`src/rtl/irq_pkg.sv`:
```
package irq_pkg;
  localparam int NSRC  = 14;
  localparam int NGRP  = 8;
  localparam int LVL_W = $clog2(NGRP + 1);
  localparam logic [15:0] VEC_TOP = 16'hFFFC;

  // group number (1..NGRP) of each source index
  function automatic int src_group(input int idx);
    if (idx == 0)       return 1;
    else if (idx <= 4)  return 2;
    else if (idx <= 6)  return 3;
    else if (idx <= 9)  return 4;
    else                return idx - 5;
  endfunction

  // vector for a priority level: level 0 is the software interrupt
  function automatic logic [15:0] level_vector(input logic [LVL_W-1:0] lvl);
    return VEC_TOP - {11'd0, lvl, 1'b0};
  endfunction
endpackage

```
`src/rtl/irq_group_map.sv`:
```
module irq_group_map
  import irq_pkg::*;
#(
  parameter int N_SRC = NSRC,
  parameter int N_GRP = NGRP
) (
  input  logic [N_SRC-1:0] src_flag,
  input  logic [N_SRC-1:0] src_en,
  output logic [N_GRP-1:0] grp_status
);
  logic [N_SRC-1:0] src_live;
  assign src_live = src_flag & src_en;

  for (genvar g = 0; g < N_GRP; g++) begin : g_grp
    always_comb begin
      grp_status[g] = 1'b0;
      for (int i = 0; i < N_SRC; i++)
        if (src_group(i) == g + 1) grp_status[g] = grp_status[g] | src_live[i];
    end
  end


  always_comb begin
    status_quiet_chk: assert (!(src_live == '0 && grp_status != '0));
  end
endmodule

```
`src/rtl/irq_prio_sel.sv`:
```
module irq_prio_sel
  import irq_pkg::*;
#(
  parameter int N_GRP = NGRP,
  parameter int LW    = LVL_W
) (
  input  logic [N_GRP-1:0] grp_status,
  input  logic             i_mask,
  input  logic             swi_req,
  output logic             req_valid,
  output logic             req_is_swi,
  output logic [LW-1:0]    req_level
);
  logic          hw_valid;
  logic [LW-1:0] hw_level;

  always_comb begin
    hw_valid = 1'b0;
    hw_level = '0;
    for (int g = N_GRP - 1; g >= 0; g--)
      if (grp_status[g]) begin
        hw_valid = 1'b1;
        hw_level = LW'(g + 1);
      end
  end

  assign req_is_swi = swi_req;
  assign req_valid  = swi_req | (hw_valid & ~i_mask);
  assign req_level  = swi_req ? '0 : hw_level;


  always_comb begin
    swi_top_chk: assert (!(swi_req && req_level != '0));
  end

  always_comb begin
    lowest_grp_chk: assert (!(hw_valid && hw_level != '0 && !grp_status[hw_level - 1'b1]));
  end
endmodule

```
`src/rtl/irq_grant_reg.sv`:
```
module irq_grant_reg
  import irq_pkg::*;
#(
  parameter int LW = LVL_W
) (
  input  logic          clk,
  input  logic          rst_n,
  input  logic          boundary,
  input  logic          req_valid,
  input  logic          req_is_swi,
  input  logic [LW-1:0] req_level,
  input  logic [15:0]   pc,
  input  logic          ack,
  output logic          take,
  output logic [15:0]   vec_addr,
  output logic [15:0]   ret_addr
);
  logic grant_fire;
  assign grant_fire = boundary & ~take & req_valid;

  always_ff @(posedge clk or negedge rst_n) begin
    if (!rst_n) begin
      take     <= 1'b0;
      vec_addr <= 16'h0000;
      ret_addr <= 16'h0000;
    end else if (grant_fire) begin
      take     <= 1'b1;
      vec_addr <= level_vector(req_level);
      ret_addr <= req_is_swi ? pc : pc - 16'd1;
    end else if (take && ack) begin
      take <= 1'b0;
    end
  end


  hold_grant_chk: assert property (@(posedge clk) disable iff (!rst_n)
    take && !ack |=> take && $stable(vec_addr) && $stable(ret_addr));

  strobe_only_chk: assert property (@(posedge clk) disable iff (!rst_n)
    $rose(take) |-> $past(boundary));

  ack_clear_chk: assert property (@(posedge clk) disable iff (!rst_n)
    take && ack |=> !take);

  swi_ret_chk: assert property (@(posedge clk) disable iff (!rst_n)
    !take && boundary && req_is_swi |=> ret_addr == $past(pc));
endmodule

```
`src/rtl/irq_vector_ctrl.sv`:
```
module irq_vector_ctrl
  import irq_pkg::*;
#(
  parameter int N_SRC = NSRC,
  parameter int N_GRP = NGRP,
  localparam int LW   = $clog2(N_GRP + 1)
) (
  input  logic             clk,
  input  logic             rst_n,
  input  logic [N_SRC-1:0] src_flag,
  input  logic [N_SRC-1:0] src_en,
  input  logic             i_mask,
  input  logic             swi_req,
  input  logic             boundary,
  input  logic [15:0]      pc,
  input  logic             ack,
  output logic [N_GRP-1:0] irq_status,
  output logic             take,
  output logic [15:0]      vec_addr,
  output logic [15:0]      ret_addr
);
  logic          req_valid;
  logic          req_is_swi;
  logic [LW-1:0] req_level;

  irq_group_map #(.N_SRC(N_SRC), .N_GRP(N_GRP)) u_map (
    .src_flag(src_flag), .src_en(src_en), .grp_status(irq_status));

  irq_prio_sel #(.N_GRP(N_GRP), .LW(LW)) u_sel (
    .grp_status(irq_status), .i_mask(i_mask), .swi_req(swi_req),
    .req_valid(req_valid), .req_is_swi(req_is_swi), .req_level(req_level));

  irq_grant_reg #(.LW(LW)) u_grant (
    .clk(clk), .rst_n(rst_n), .boundary(boundary), .req_valid(req_valid),
    .req_is_swi(req_is_swi), .req_level(req_level), .pc(pc), .ack(ack),
    .take(take), .vec_addr(vec_addr), .ret_addr(ret_addr));


  mask_block_chk: assert property (@(posedge clk) disable iff (!rst_n)
    !take && boundary && i_mask && !swi_req |=> !take);
endmodule

```
`config.mk`:
```
export PLATFORM = sky130hd
export DESIGN_NAME = irq_vector_ctrl
export DESIGN_NICKNAME = d
export VERILOG_FILES = /design/src/rtl/irq_pkg.sv /design/src/rtl/irq_group_map.sv /design/src/rtl/irq_prio_sel.sv /design/src/rtl/irq_grant_reg.sv /design/src/rtl/irq_vector_ctrl.sv
export SDC_FILE = /design/constraint.sdc
export NUM_CORES = 1
export LEC_CHECK = 0
export ABC_AREA = 1
export BUFFER_PORTS_ARGS = -buffer_cell sky130_fd_sc_hd__buf_2
export CAP_MARGIN = 10
export CORE_MARGIN = 10
export CORE_UTILIZATION = 46
export CTS_BUF_LIST = sky130_fd_sc_hd__clkbuf_2 sky130_fd_sc_hd__clkbuf_4 sky130_fd_sc_hd__clkbuf_8
export CTS_CLUSTER_SIZE = 28
export DETAILED_ROUTE_END_ITERATION = 8
export PLACE_DENSITY_LB_ADDON = 0.08
export RECOVER_POWER = 100
export SYNTH_ARGS = -nofsm -noshare
export SYNTH_HDL_FRONTEND = slang
export SYNTH_SLANG_ARGS = --single-unit
```
`constraint.sdc`:
```
create_clock -name clk -period 1.43 [get_ports clk]
set_input_delay 0.0715 -clock clk [delete_from_list [all_inputs] [get_ports clk]]
set_output_delay 0.0715 -clock clk [all_outputs]
set_load 0.02 [all_outputs]
```
==> reports/results.tsv, run 1 <==
stage	metric	value	unit
worst_setup_path	WP data required	1630	ps
route	drt pass-1 iters	4	
route	vias per inst	4.62	
synth	Yosys reg bits	23	
synth	Post-Synth XOR/XNOR Area	0.0642	
layout	final core utilization	0.600	
synth	Yosys top cell area share	0.351	
grt	remaining global-route overflow	0	
route	Routed WL	4350	µm
power_and_ir_drop	Total Power	1.91	mW
sta	final setup TNS	0	ps
synth	syn_area_per_cell	7.48	µm²
clocking	TritonCTS buffer count	3	
synth	Netlist cell types	32	
sta	Worst slew margin	0.614	
worst_setup_path	Worst Setup SP	u_grant.take	
sta	# setup viols final	0	
hold_path	min-delay worst type	primary input to flip-flop	
worst_setup_path	crit path kind	flip-flop to flip-flop	
layout	Area Overhead vs Synth	24.1	%
floorplan	core region area	3390	µm²
power_and_ir_drop	PD cells	937	nW/µm²
floorplan	Die Width	79.7	µm
clocking	CTS tree	yes	
worst_setup_path	r2r startpoint	u_grant.take	
route	DRC Markers	0	
worst_setup_path	crit-path max FO	20	
floorplan	row cnt	21	
sta	min cycle time layout	1210	ps
clocking	clk buf depth	2	
layout	layout cells sized above 1	0.248	
clocking	Clk pin slew, worst setup/hold paths	120	ps
synth	Synth Cell Area	1640	µm²
synth	cell accounting for the most synthesized area	dfrtp_1	
power_and_ir_drop	Peak VDD IR	0.471	mV
worst_setup_path	Worst Path Arrival	1410	ps
route	post-route ant nets	0	
layout	final instance area	2030	µm²
clocking	clock sinks	23	
place	gpl congestion	0.793	
place	placed inst area	2060	µm²
synth	post-synthesis mux area share	0	
worst_setup_path	critical path capture point type	flip-flop	
layout	ant diodes	0	
sta	clk_skew	0.882	ps
route	drt wl/cell	12.5	µm
synth	Post-synth EDFFs	0	
synth	largest family of logic cells by synthesized area	simple AND/OR/NAND/NOR gates	
outcome	status	complete, no violations	
sta	Worst Tran Pin Value	579	ps
synth	synth top area cells	dfrtp_1 35%, nand2_1 13%, inv_1 6.0%, xor2_1 5.9%, buf_4 5.0%	
floorplan	initial core utilization	0.483	
synth	fraction of registers with async set/reset	1.00	
place	hpwl dp	3740	µm
grt	vias in the first global route	1662	
sta	RSZ-0062 raised after global routing	false	
route	routed vias	1607	
grt	global-route usage over all layers	0.138	
sta	Slew Limit Fails	0	
synth	Syn Nets	271	
clocking	CTS H-tree depth	1	
place	Setup WS pre-CTS	33.7	ps
place	IO buf count	89	
floorplan	die area	6350	µm²
synth	simple logic cell fraction of the synthesized area	0.323	
route	Initial DRC Count	65	
synth	Synth Area in Adders	0.0153	
layout	filler cell count	377	
layout	area of the multi-input gates	815	µm²
sta	Tcrit/Tclk final	0.848	
hold_path	min-delay src	pc[10]	
clocking	setup bufs post-CTS	0	
synth	post-synthesis sequential area ratio	0.351	
sta	Highest Clock Rate	825	MHz
grt	largest net degree at the start of global routing	24	
clocking	CTS root buffer	clkbuf_4	
synth	Primary FF master, synth	dfrtp_1	
layout	storage element area	576	µm²
grt	first-pass GRT wire length	7280	µm
job	# Max-Cap Violations	0	
layout	Final nets	355	
floorplan	die height	79.7	µm
worst_setup_path	critical path startpoint category	flip-flop	
floorplan	I/O pin count	91	
sta	setup ws final	217	ps
synth	Post-Syn Instances	219	
clocking	insertion delay to the later sink of the worst-skew pair	300	ps
synth	YS warnings	0	
synth	Synth Area in Compound Gates	0.109	
power_and_ir_drop	LEAKAGE	1.08	nW
sta	final hold vios	0	
grt	initial antenna violation count	0	
-- kinds of logic (layout without fill, tap and decap cells) --
family / count (synthesis) / in the layout
and+or+nand+nor: 114 / 114
buffers and inverters: 41 / 124
AOI/OAI and AO/OA: 26 / 26
DFF: 23 / 23
xor gates and xnor gates: 12 / 12
adders and majority gates: 2 / 2
other: 1 / 1
-- metal layers --
layer | up-vias | global-route usage | part of all wire
li1 | 849 | - | -
met5 | - | 0 | 0
met3 | 2 | 0.0687 | 0.10
met4 | 0 | 0.0233 | 0.0051
met2 | 54 | 0.227 | 0.44
met1 | 702 | 0.160 | 0.45
-- cell usage after synthesis (2+ instances only) --
| library cell | number |
|---|---|
| nor2_1 | 15 |
| ha_1 | 2 |
| inv_1 | 26 |
| buf_4 | 11 |
| xor2_1 | 11 |
| dfrtp_1 | 23 |
| o21ai_2 | 9 |
| or2_2 | 2 |
| o21ai_1 | 2 |
| nand4_1 | 3 |
| nand3_1 | 15 |
| nand2_2 | 11 |
| nor3_1 | 4 |
| o21ai_0 | 8 |
| nand2_1 | 58 |
| a21oi_1 | 3 |
-- registers in the layout, summed over array words and instances, names as in the netlist --
| name | cells |
|---|---|
| u_grant.ret_addr | 16 |
| u_grant.vec_addr | 6 |
| u_grant.take | 1 |
-- repair_timing --
action	4_1_cts	5_1_grt
resized for setup	0	0
hold buffers	2	0
hold endpoints to repair	24	0
-- where the power goes --
part	total, mW	switching [mW]	leakage, nW	internal (mW)
clock network	0.296	0.192	0.0177	0.104
registers	0.858	0.0760	0.276	0.782
logic	0.752	0.500	0.788	0.252
-- stage by stage --
stage / hold WS, ps / instances
floorplan: -224 / 219
global placement: 79.0 / 342
detailed placement: 72.8 / 342
CTS: 67.3 / 348
global route: 66.8 / 348
finish: 77.0 / 348
-- placed cells by master (no fill, tap or decap), types with 2 or more instances in the layout --
cell type      count
a21oi_1            3
buf_12             2
buf_2             49
clkbuf_1          39
clkbuf_4           3
dfrtp_1           23
dlygate4sd3_1      2
ha_1               2
inv_1             26
nand2_1           66
nand2_2            3
nand3_1           15
nand4_1            3
nor2_1            16
nor3_1             4
o21ai_0           10
o21ai_2            9
or2_2              2
xor2_1            11
-- final cells by class --
type / instances / share of cell area
Clock inverter: 1 / 0.00246
Sequential cell: 23 / 0.283
Multi-Input combinational cell: 155 / 0.401
Timing Repair Buffer: 93 / 0.225
Clock buffer: 3 / 0.0111
Inverter: 27 / 0.0498
Tap cell: 46 / 0.0283
-- final timing paths --
path	to	slack, ps	depth (start not counted)
worst max-delay path	u_grant.ret_addr[7]	220	5
worst min-delay path	u_grant.ret_addr[10]	80	3
worst max register to register	u_grant.ret_addr[7]	220	5
worst min register to register	u_grant.ret_addr[14]	490	2
max in group asynchronous	u_grant.ret_addr[8]	770	2
min in group asynchronous	u_grant.take	280	2
-- worst max-delay path, cell delays in order (launching register included) --
cell and delay (ps):
dfrtp_1 420, nor2_1 150, nand2_1 180, buf_12 210
nand2_1 60, o21ai_0 80
Power figures use the tool's default switching activity.
==> inputs of run 2 (changes only) <==
ABC_AREA = 0   (was 1)
CORE_UTILIZATION = 43   (was 46)
clock period = 1.2 ns   (was 1.43 ns; I/O delays follow)
==> run 2 against run 1 <==
Effect of this change:
- the run now ends with negative setup slack left
- clock skew rose by 3.5 ps
- hold slack got worse by 44 ps
- sequential share of layout area fell by 4.4 points
- final cell count fell by 5.5%
- register-to-register slack got worse by 370 ps
- via count fell by 1.4%
- synthesized area fell by 15%
- global-route usage rose by 2.2 points
- critical path depth rose by 4
- core utilization rose by 18 points
- sequential cell count did not move
- critical endpoint is now u_grant.vec_addr[3]
- largest power group is now combinational logic
==> reports/results.tsv, run 2 <==
stage	metric	value	unit	change
place	Setup WS pre-CTS	-579	ps	-613 ps
synth	Primary FF master, synth	dfrtp_1		
route	DRC Markers	0		unchanged
route	drt pass-1 iters	4		unchanged
hold_path	min-delay src	pc[15]		
power_and_ir_drop	Peak VDD IR	0.422	mV	-10%
outcome	failing checks	negative setup slack		
route	drt wl/cell	15.1	µm	+21%
layout	Area Overhead vs Synth	72.2	%	
power_and_ir_drop	PD cells	1070	nW/µm²	+14%
worst_setup_path	Worst Path Arrival	1560	ps	+150 ps
place	placed cell count	314		-8.2%
power_and_ir_drop	Internal Pwr Total	1.55	mW	+36%
sta	final setup TNS	-1820	ps	-1820 ps
route	routed vias	1585		-1.4%
layout	Final nets	338		-4.8%
worst_setup_path	critical path startpoint category	primary input		
grt	GR Util met3	0.0501		-0.0186
worst_setup_path	r2r startpoint	u_grant.take		
power_and_ir_drop	LEAKAGE	1.16	nW	+7.5%
grt	global route hottest layer	met2		
grt	remaining global-route overflow	0		unchanged
synth	YS warnings	0		unchanged
place	IO buf count	89		unchanged
sta	Slew Limit Fails	0		unchanged
synth	count leader, synth	nand2_1		
grt	largest net degree at the start of global routing	24		unchanged
power_and_ir_drop	Psw	1.03	mW	+34%
grt	vias in the first global route	1781		+7.2%
synth	Post-Syn Instances	160		-27%
worst_setup_path	crit-path max FO	3		-85%
sta	clk_skew	4.36	ps	+3.48 ps
route	Routed WL	4960	µm	+14%
sta	Worst Tran Pin Value	580	ps	+0.971 ps
route	Initial DRC Count	60		-7.7%
worst_setup_path	crit path max-delay cell type	a222oi_1		
grt	initial antenna violation count	0		unchanged
layout	Most flops, register	u_grant.ret_addr		
layout	final core utilization	0.783		+0.183
floorplan	die height	77.1	µm	-3.3%
clocking	clock sinks	23		unchanged
synth	Synth Cell Area	1400	µm²	-15%
synth	syn_area_per_cell	8.75	µm²	+17%
floorplan	Die Width	77.1	µm	-3.3%
worst_setup_path	critical path capture point type	flip-flop		
clocking	CTS H-tree depth	1		unchanged
sta	setup ws final	-162	ps	-379 ps
clocking	CTS root buffer	clkbuf_4		
power_and_ir_drop	Flop pwr share	0.415		-0.035
clocking	CTS tree	yes		
clocking	clk buf depth	2		unchanged
synth	Yosys top cell area share	0.411		+0.0597
hold_path	Worst Hold Path EP	u_grant.ret_addr[15]		
sta	final hold vios	0		unchanged
grt	first-pass GRT wire length	7960	µm	+9.3%
hold_path	WHS Path Cells	3		unchanged
route	vias per inst	4.82		+4.3%
worst_setup_path	Worst Reg2Reg Path Length in Cells	6		+1
synth	cell accounting for the most synthesized area	dfrtp_1		
hold_path	min-delay worst type	primary input to flip-flop		
layout	layout cells sized above 1	0.547		+0.299
power_and_ir_drop	Net Sw Frac	0.398		-0.00482
synth	Post-synth EDFFs	0		unchanged
layout	non-filler instance count after layout	329		-5.5%
layout	biggest regs	u_grant.ret_addr x16, u_grant.vec_addr x6, u_grant.take x1		
worst_setup_path	crit path kind	primary input to flip-flop		
layout	most common cell after layout, fill and taps aside	buf_2		
layout	Largest register FFs	16		unchanged
synth	synth top area cells	dfrtp_1 41%, xnor2_1 6.9%, nand2_1 6.7%, o21ai_1 5.7%, buf_4 5.4%		
grt	met2 usage	0.297		+0.0694
synth	Syn Nets	212		-22%
grt	global-route usage over all layers	0.160		+0.0218
sta	Tcrit/Tclk final	1.13		
layout	most frequent cells in the layout	46 x buf_2, 36 x buf_4, 28 x clkbuf_1, 22 x dfrtp_1, 12 x clkbuf_2		
sta	Worst slew margin	0.614		-0.000648
floorplan	die area	5940	µm²	-6.4%
power_and_ir_drop	Total Power	2.58	mW	+35%
layout	ant diodes	0		unchanged
clocking	TritonCTS buffer count	3		unchanged
sta	# setup viols final	21		+21
grt	met1 global-route usage	0.166		+0.00623
floorplan	initial core utilization	0.455		-0.0283
power_and_ir_drop	Comb pwr share	0.446		+0.052
clocking	insertion delay to the later sink of the worst-skew pair	310	ps	about the same
sta	Highest Clock Rate	734	MHz	
sta	Hold Slack	33.3	ps	-43.7 ps
place	gpl congestion	0.788		-0.67%
floorplan	I/O pin count	91		unchanged
worst_setup_path	slowest cell delay on critical path	430	ps	about the same
outcome	status	complete, but fails checks		
sta	min cycle time layout	1360	ps	
synth	Yosys reg bits	23		unchanged
synth	synth cell count leaders	25 x nand2_1, 23 x dfrtp_1, 16 x o21ai_1, 11 x xnor2_1		
sta	RSZ-0062 raised after global routing	true		
synth	post-synthesis sequential area ratio	0.411		+0.0597
place	hpwl dp	3940	µm	+5.3%
layout	filler cell count	246		-35%
place	placed inst area	2110	µm²	+2.4%
worst_setup_path	WP data required	1400	ps	-230 ps
floorplan	core region area	3080	µm²	-9.2%
power_and_ir_drop	power share of the clock group	0.139		-0.016
worst_setup_path	critical register-to-register path endpoint	u_grant.ret_addr[6]		
synth	Netlist cell types	39		+22%
floorplan	row cnt	20		-4.8%
worst_setup_path	critical path, cell by cell	buf_6 > a222oi_1 > buf_4 > a311oi_2 > nor3_1 > ha_1 > nor2_1 > a2111oi_2 > a21oi_1		
worst_setup_path	r2r setup slk	-150	ps	-370 ps
job	# Max-Cap Violations	0		unchanged
synth	fraction of registers with async set/reset	1.00		unchanged
clocking	Clk pin slew, worst setup/hold paths	130	ps	about the same
route	post-route ant nets	0		unchanged
layout	final instance area	2410	µm²	+19%
## run 2: cell types whose count changed after synthesis, sizes merged, moves of 8 or more
cell   change
nor2       -8
inv       -17
xor2       -8
nand3     -15
nand2     -44
xnor2     +10
## run 2: logic make-up (layout without fill, tap and decap cells)
| kind of cell | Yosys count | in the layout | share of synthesized area |
|---|---|---|---|
| AOI/OAI and AO/OA | 38 | 38 | 0.167 |
| and+or+nand+nor | 56 | 56 | 0.208 |
| other | 1 | 1 | 0.00268 |
| muxes | 1 | 1 | 0.00804 |
| DFF | 23 | 23 | 0.411 |
| buffers and inverters | 25 | 150 | 0.0974 |
| xor gates and xnor gates | 14 | 14 | 0.0876 |
| adders and majority gates | 2 | 2 | 0.0179 |
## run 2: area by class of cell
class | instances | area (µm²) | share of cell area
multi-input cells | 112 | 876 | 0.363
repair buffers | 136 | 838 | 0.348
clock buffers | 3 | 22.5 | 0.00934
inverters | 10 | 37.5 | 0.0156
well taps | 44 | 55.1 | 0.0228
flip-flops and latches | 23 | 577 | 0.239
clock inverters | 1 | 5.00 | 0.00208
## run 2: layer usage
metal	wire, µm	share of wire	vias to the layer above
met3	333	0.067	4
met5	0	0	-
met4	52	0.010	0
met1	2050	0.41	727
li1	-	-	794
met2	2530	0.51	60
## run 2: timing repair
item / 4_1_cts / 5_1_grt
resized for setup: 34 / 28
gates cloned: 2 / 0
endpoints found under the hold margin: 24 / 0
setup buffers: 5 / 6
pin swaps: 19 / 6
endpoints found under the setup margin: 21 / 24
hold buffers: 2 / 0
## run 2: critical path: cells and delay by family
kind / cells / cell delay [ps]
adders and majority gates: 1 / 190
AOI/OAI and AO/OA: 4 / 810
and+or+nand+nor: 2 / 210
buffers and inverters: 2 / 290
## run 2: worst max-delay path by stage
stage               depth (start not counted)                   to  slack (ps)        start
floorplan                                   7  u_grant.vec_addr[3]        -440    src_en[8]
global placement                            8  u_grant.vec_addr[3]        -490    src_en[8]
detailed placement                          9  u_grant.vec_addr[3]        -580    src_en[8]
CTS                                         8  u_grant.vec_addr[3]        -210  src_flag[8]
global route                                8  u_grant.vec_addr[3]        -270    src_en[8]
finish                                      9  u_grant.vec_addr[3]        -160    src_en[8]
## run 2: power by group through the flow
| stage | sequential (mW) | combinational, mW | clock [mW] |
|---|---|---|---|
| 6_report | 1.07 | 1.15 | 0.359 |
| 3_3_place_gp | 1.03 | 0.979 | 0 |
| 3_5_place_dp | 1.04 | 1.01 | 0 |
| 2_1_floorplan | 1.24 | 0.319 | 0 |
| 5_1_grt | 1.09 | 1.25 | 0.408 |
| 4_1_cts | 1.05 | 1.17 | 0.367 |
==> inputs of run 3 (changes only) <==
CORE_ASPECT_RATIO = 0.9   (was default)
==> run 3 against run 2 <==
Effect of this change:
- the flow still finishes with violations (negative setup slack)
- clock power grew 3%
- power shrank 5.5%
- routed wire length shrank 3.0%
- critical path type unchanged
- clock-buffer cell count grew 1
==> reports/results.tsv, run 3 (synthesis gave the netlist of run 2 again) <==
stage	metric	value	unit	change
outcome	status	complete, but fails checks		
outcome	failing checks	negative setup slack		
worst_setup_path	crit path kind	primary input to flip-flop		
floorplan	die height	74.1	µm	-3.8%
power_and_ir_drop	power share of the clock group	0.152		+0.013
floorplan	I/O pin count	91		unchanged
route	Initial DRC Count	85		+42%
sta	final hold vios	0		unchanged
route	vias per inst	4.93		+2.3%
layout	Area Overhead vs Synth	60.3	%	
route	DRC Markers	0		unchanged
power_and_ir_drop	Peak VDD IR	0.944	mV	+120%
grt	global-route usage over all layers	0.143		-0.0167
route	drt pass-1 iters	5		+1
worst_setup_path	slowest cell delay on critical path	530	ps	+100 ps
grt	first-pass GRT wire length	6960	µm	-13%
worst_setup_path	critical path startpoint category	primary input		
grt	largest net degree at the start of global routing	38		+58%
layout	Largest register FFs	16		unchanged
worst_setup_path	crit-path max FO	2		-1
worst_setup_path	crit path max-delay cell type	or4_4		
power_and_ir_drop	LEAKAGE	1.08	nW	-7.3%
clocking	Clk pin slew, worst setup/hold paths	120	ps	about the same
clocking	TritonCTS buffer count	3		unchanged
worst_setup_path	CP dominant cell by count	or4_4		
layout	biggest regs	u_grant.ret_addr x16, u_grant.vec_addr x6, u_grant.take x1		
floorplan	row cnt	19		-5.0%
sta	min cycle time layout	1320	ps	-40.9 ps
layout	most common cell after layout, fill and taps aside	buf_2		
route	Routed WL	4810	µm	-3.0%
sta	Worst slew margin	0.613		about the same
sta	# setup viols final	23		+9.5%
clocking	CTS root buffer	clkbuf_4		
layout	most frequent cells in the layout	51 x buf_2, 33 x buf_4, 26 x clkbuf_1, 24 x nand2_1, 22 x dfrtp_1		
worst_setup_path	critical path, cell by cell	buf_6 > or4_4 > or4_4 > nor3_4 > xnor2_2 > o21ai_2		
layout	ant diodes	0		unchanged
sta	RSZ-0062 raised after global routing	true		
layout	Most flops, register	u_grant.ret_addr		
sta	Worst Tran Pin Value	581	ps	+0.918 ps
power_and_ir_drop	PD cells	1090	nW/µm²	+1.5%
power_and_ir_drop	Comb pwr share	0.423		-0.023
power_and_ir_drop	Internal Pwr Total	1.50	mW	-3.4%
floorplan	initial core utilization	0.453		-0.00184
worst_setup_path	Worst Path Arrival	1530	ps	-30 ps
layout	layout cells sized above 1	0.465		-0.0819
sta	setup ws final	-121	ps	+40.9 ps
route	post-route ant nets	0		unchanged
grt	vias in the first global route	1500		-16%
hold_path	min-delay worst type	primary input to flip-flop		
place	hpwl dp	3480	µm	-12%
floorplan	die area	5940	µm²	about the same
worst_setup_path	critical path capture point type	flip-flop		
grt	remaining global-route overflow	0		unchanged
clocking	CTS H-tree depth	1		unchanged
sta	Tcrit/Tclk final	1.10		-0.0341
place	IO buf count	89		unchanged
layout	final core utilization	0.726		-0.0570
clocking	clock sinks	23		unchanged
power_and_ir_drop	Net Sw Frac	0.385		-0.0133
clocking	CTS tree	yes		
floorplan	Die Width	80.2	µm	+4.0%
place	gpl congestion	0.847		+7.5%
worst_setup_path	WP data required	1410	ps	about the same
power_and_ir_drop	Total Power	2.44	mW	-5.5%
route	routed vias	1562		-1.5%
sta	Highest Clock Rate	757	MHz	+3.1%
job	# Max-Cap Violations	0		unchanged
power_and_ir_drop	Psw	937	µW	-8.7%
clocking	clk buf depth	2		unchanged
grt	initial antenna violation count	0		unchanged
layout	Final nets	328		-3.0%
clocking	insertion delay to the later sink of the worst-skew pair	300	ps	about the same
floorplan	core region area	3090	µm²	+0.41%
sta	Slew Limit Fails	0		unchanged
route	drt wl/cell	15.2	µm	+0.69%
sta	clk_skew	4.22	ps	-0.138 ps
power_and_ir_drop	Flop pwr share	0.424		+0.009
==> run 3: cell count changes in the layout (fill, tap and decap cells not counted), moves of 4 or more <==
cell	change
buf_2	+5
buf_6	-9
nand2_1	+14
nand2_2	-10
nand2_4	-4
o21ai_1	+8
o21ai_2	-7
==> run 3: final timing paths <==
| check | startpoint | endpoint | slack (ps) | depth (start not counted) |
|---|---|---|---|---|
| worst max-delay path | pc[10] | u_grant.ret_addr[15] | -120 | 6 |
| worst min-delay path | pc[15] | u_grant.ret_addr[15] | 20 | 3 |
| worst max register to register | u_grant.take | u_grant.vec_addr[3] | -110 | 7 |
| worst min register to register | u_grant.ret_addr[15] | u_grant.ret_addr[15] | 490 | 2 |
| max in group asynchronous | rst_n | u_grant.take | 520 | 2 |
| min in group asynchronous | rst_n | u_grant.vec_addr[4] | 270 | 2 |
==> run 3: cell type report <==
class	count	area [µm²]
Sequential cell	23	577
Clock buffer	4	30.0
Fill cell	268	846
Inverter	10	37.5
Tap cell	42	52.6
Timing Repair Buffer	126	732
Multi-Input combinational cell	112	816
==> run 3: repair_timing <==
action / CTS / global route
endpoints found under the setup margin: 22 / 23
pin swaps: 7 / 6
gates cloned: 0 / 1
hold buffers: 2 / 0
setup buffers: 2 / 1
hold endpoints to repair: 24 / 0
gates resized for setup: 10 / 13
==> run 3: layer usage <==
layer  vias up  track usage  routed length [µm]
li1        773            -                   -
met1       731        0.154                1860
met2        52        0.264                2570
met3         6       0.0482                 337
met4         0       0.0352                  55
met5         -            0                   0
==> run 3: critical path: cells and delay by family <==
kind / cells / cell delay (ps)
compound gates: 1 / 60
xor+xnor: 1 / 140
buf+inv: 1 / 100
simple gates: 3 / 1180
==> run 3: through the flow <==
stage          instance area, µm²  setup slack, ps  std cells  hold slack (ps)  TNS (ps)
2_1_floorplan                1440             -444        160             -236     -4290
3_3_place_gp                 2070             -516        307             72.1     -8150
3_5_place_dp                 2070             -585        307             62.3     -8350
4_1_cts                      2170            -96.8        315             6.73      -471
5_1_grt                      2240             -194        317             13.5     -3200
6_report                     2240             -121        317             21.9     -1440
==> run 3: power by group through the flow <==
stage	Combinational (mW)	Clock (mW)	Sequential, mW
floorplan	0.319	0	1.24
global placement	0.966	0	1.03
detailed placement	0.973	0	1.04
CTS	1.01	0.388	1.02
global route	1.13	0.423	1.06
finish	1.03	0.371	1.03
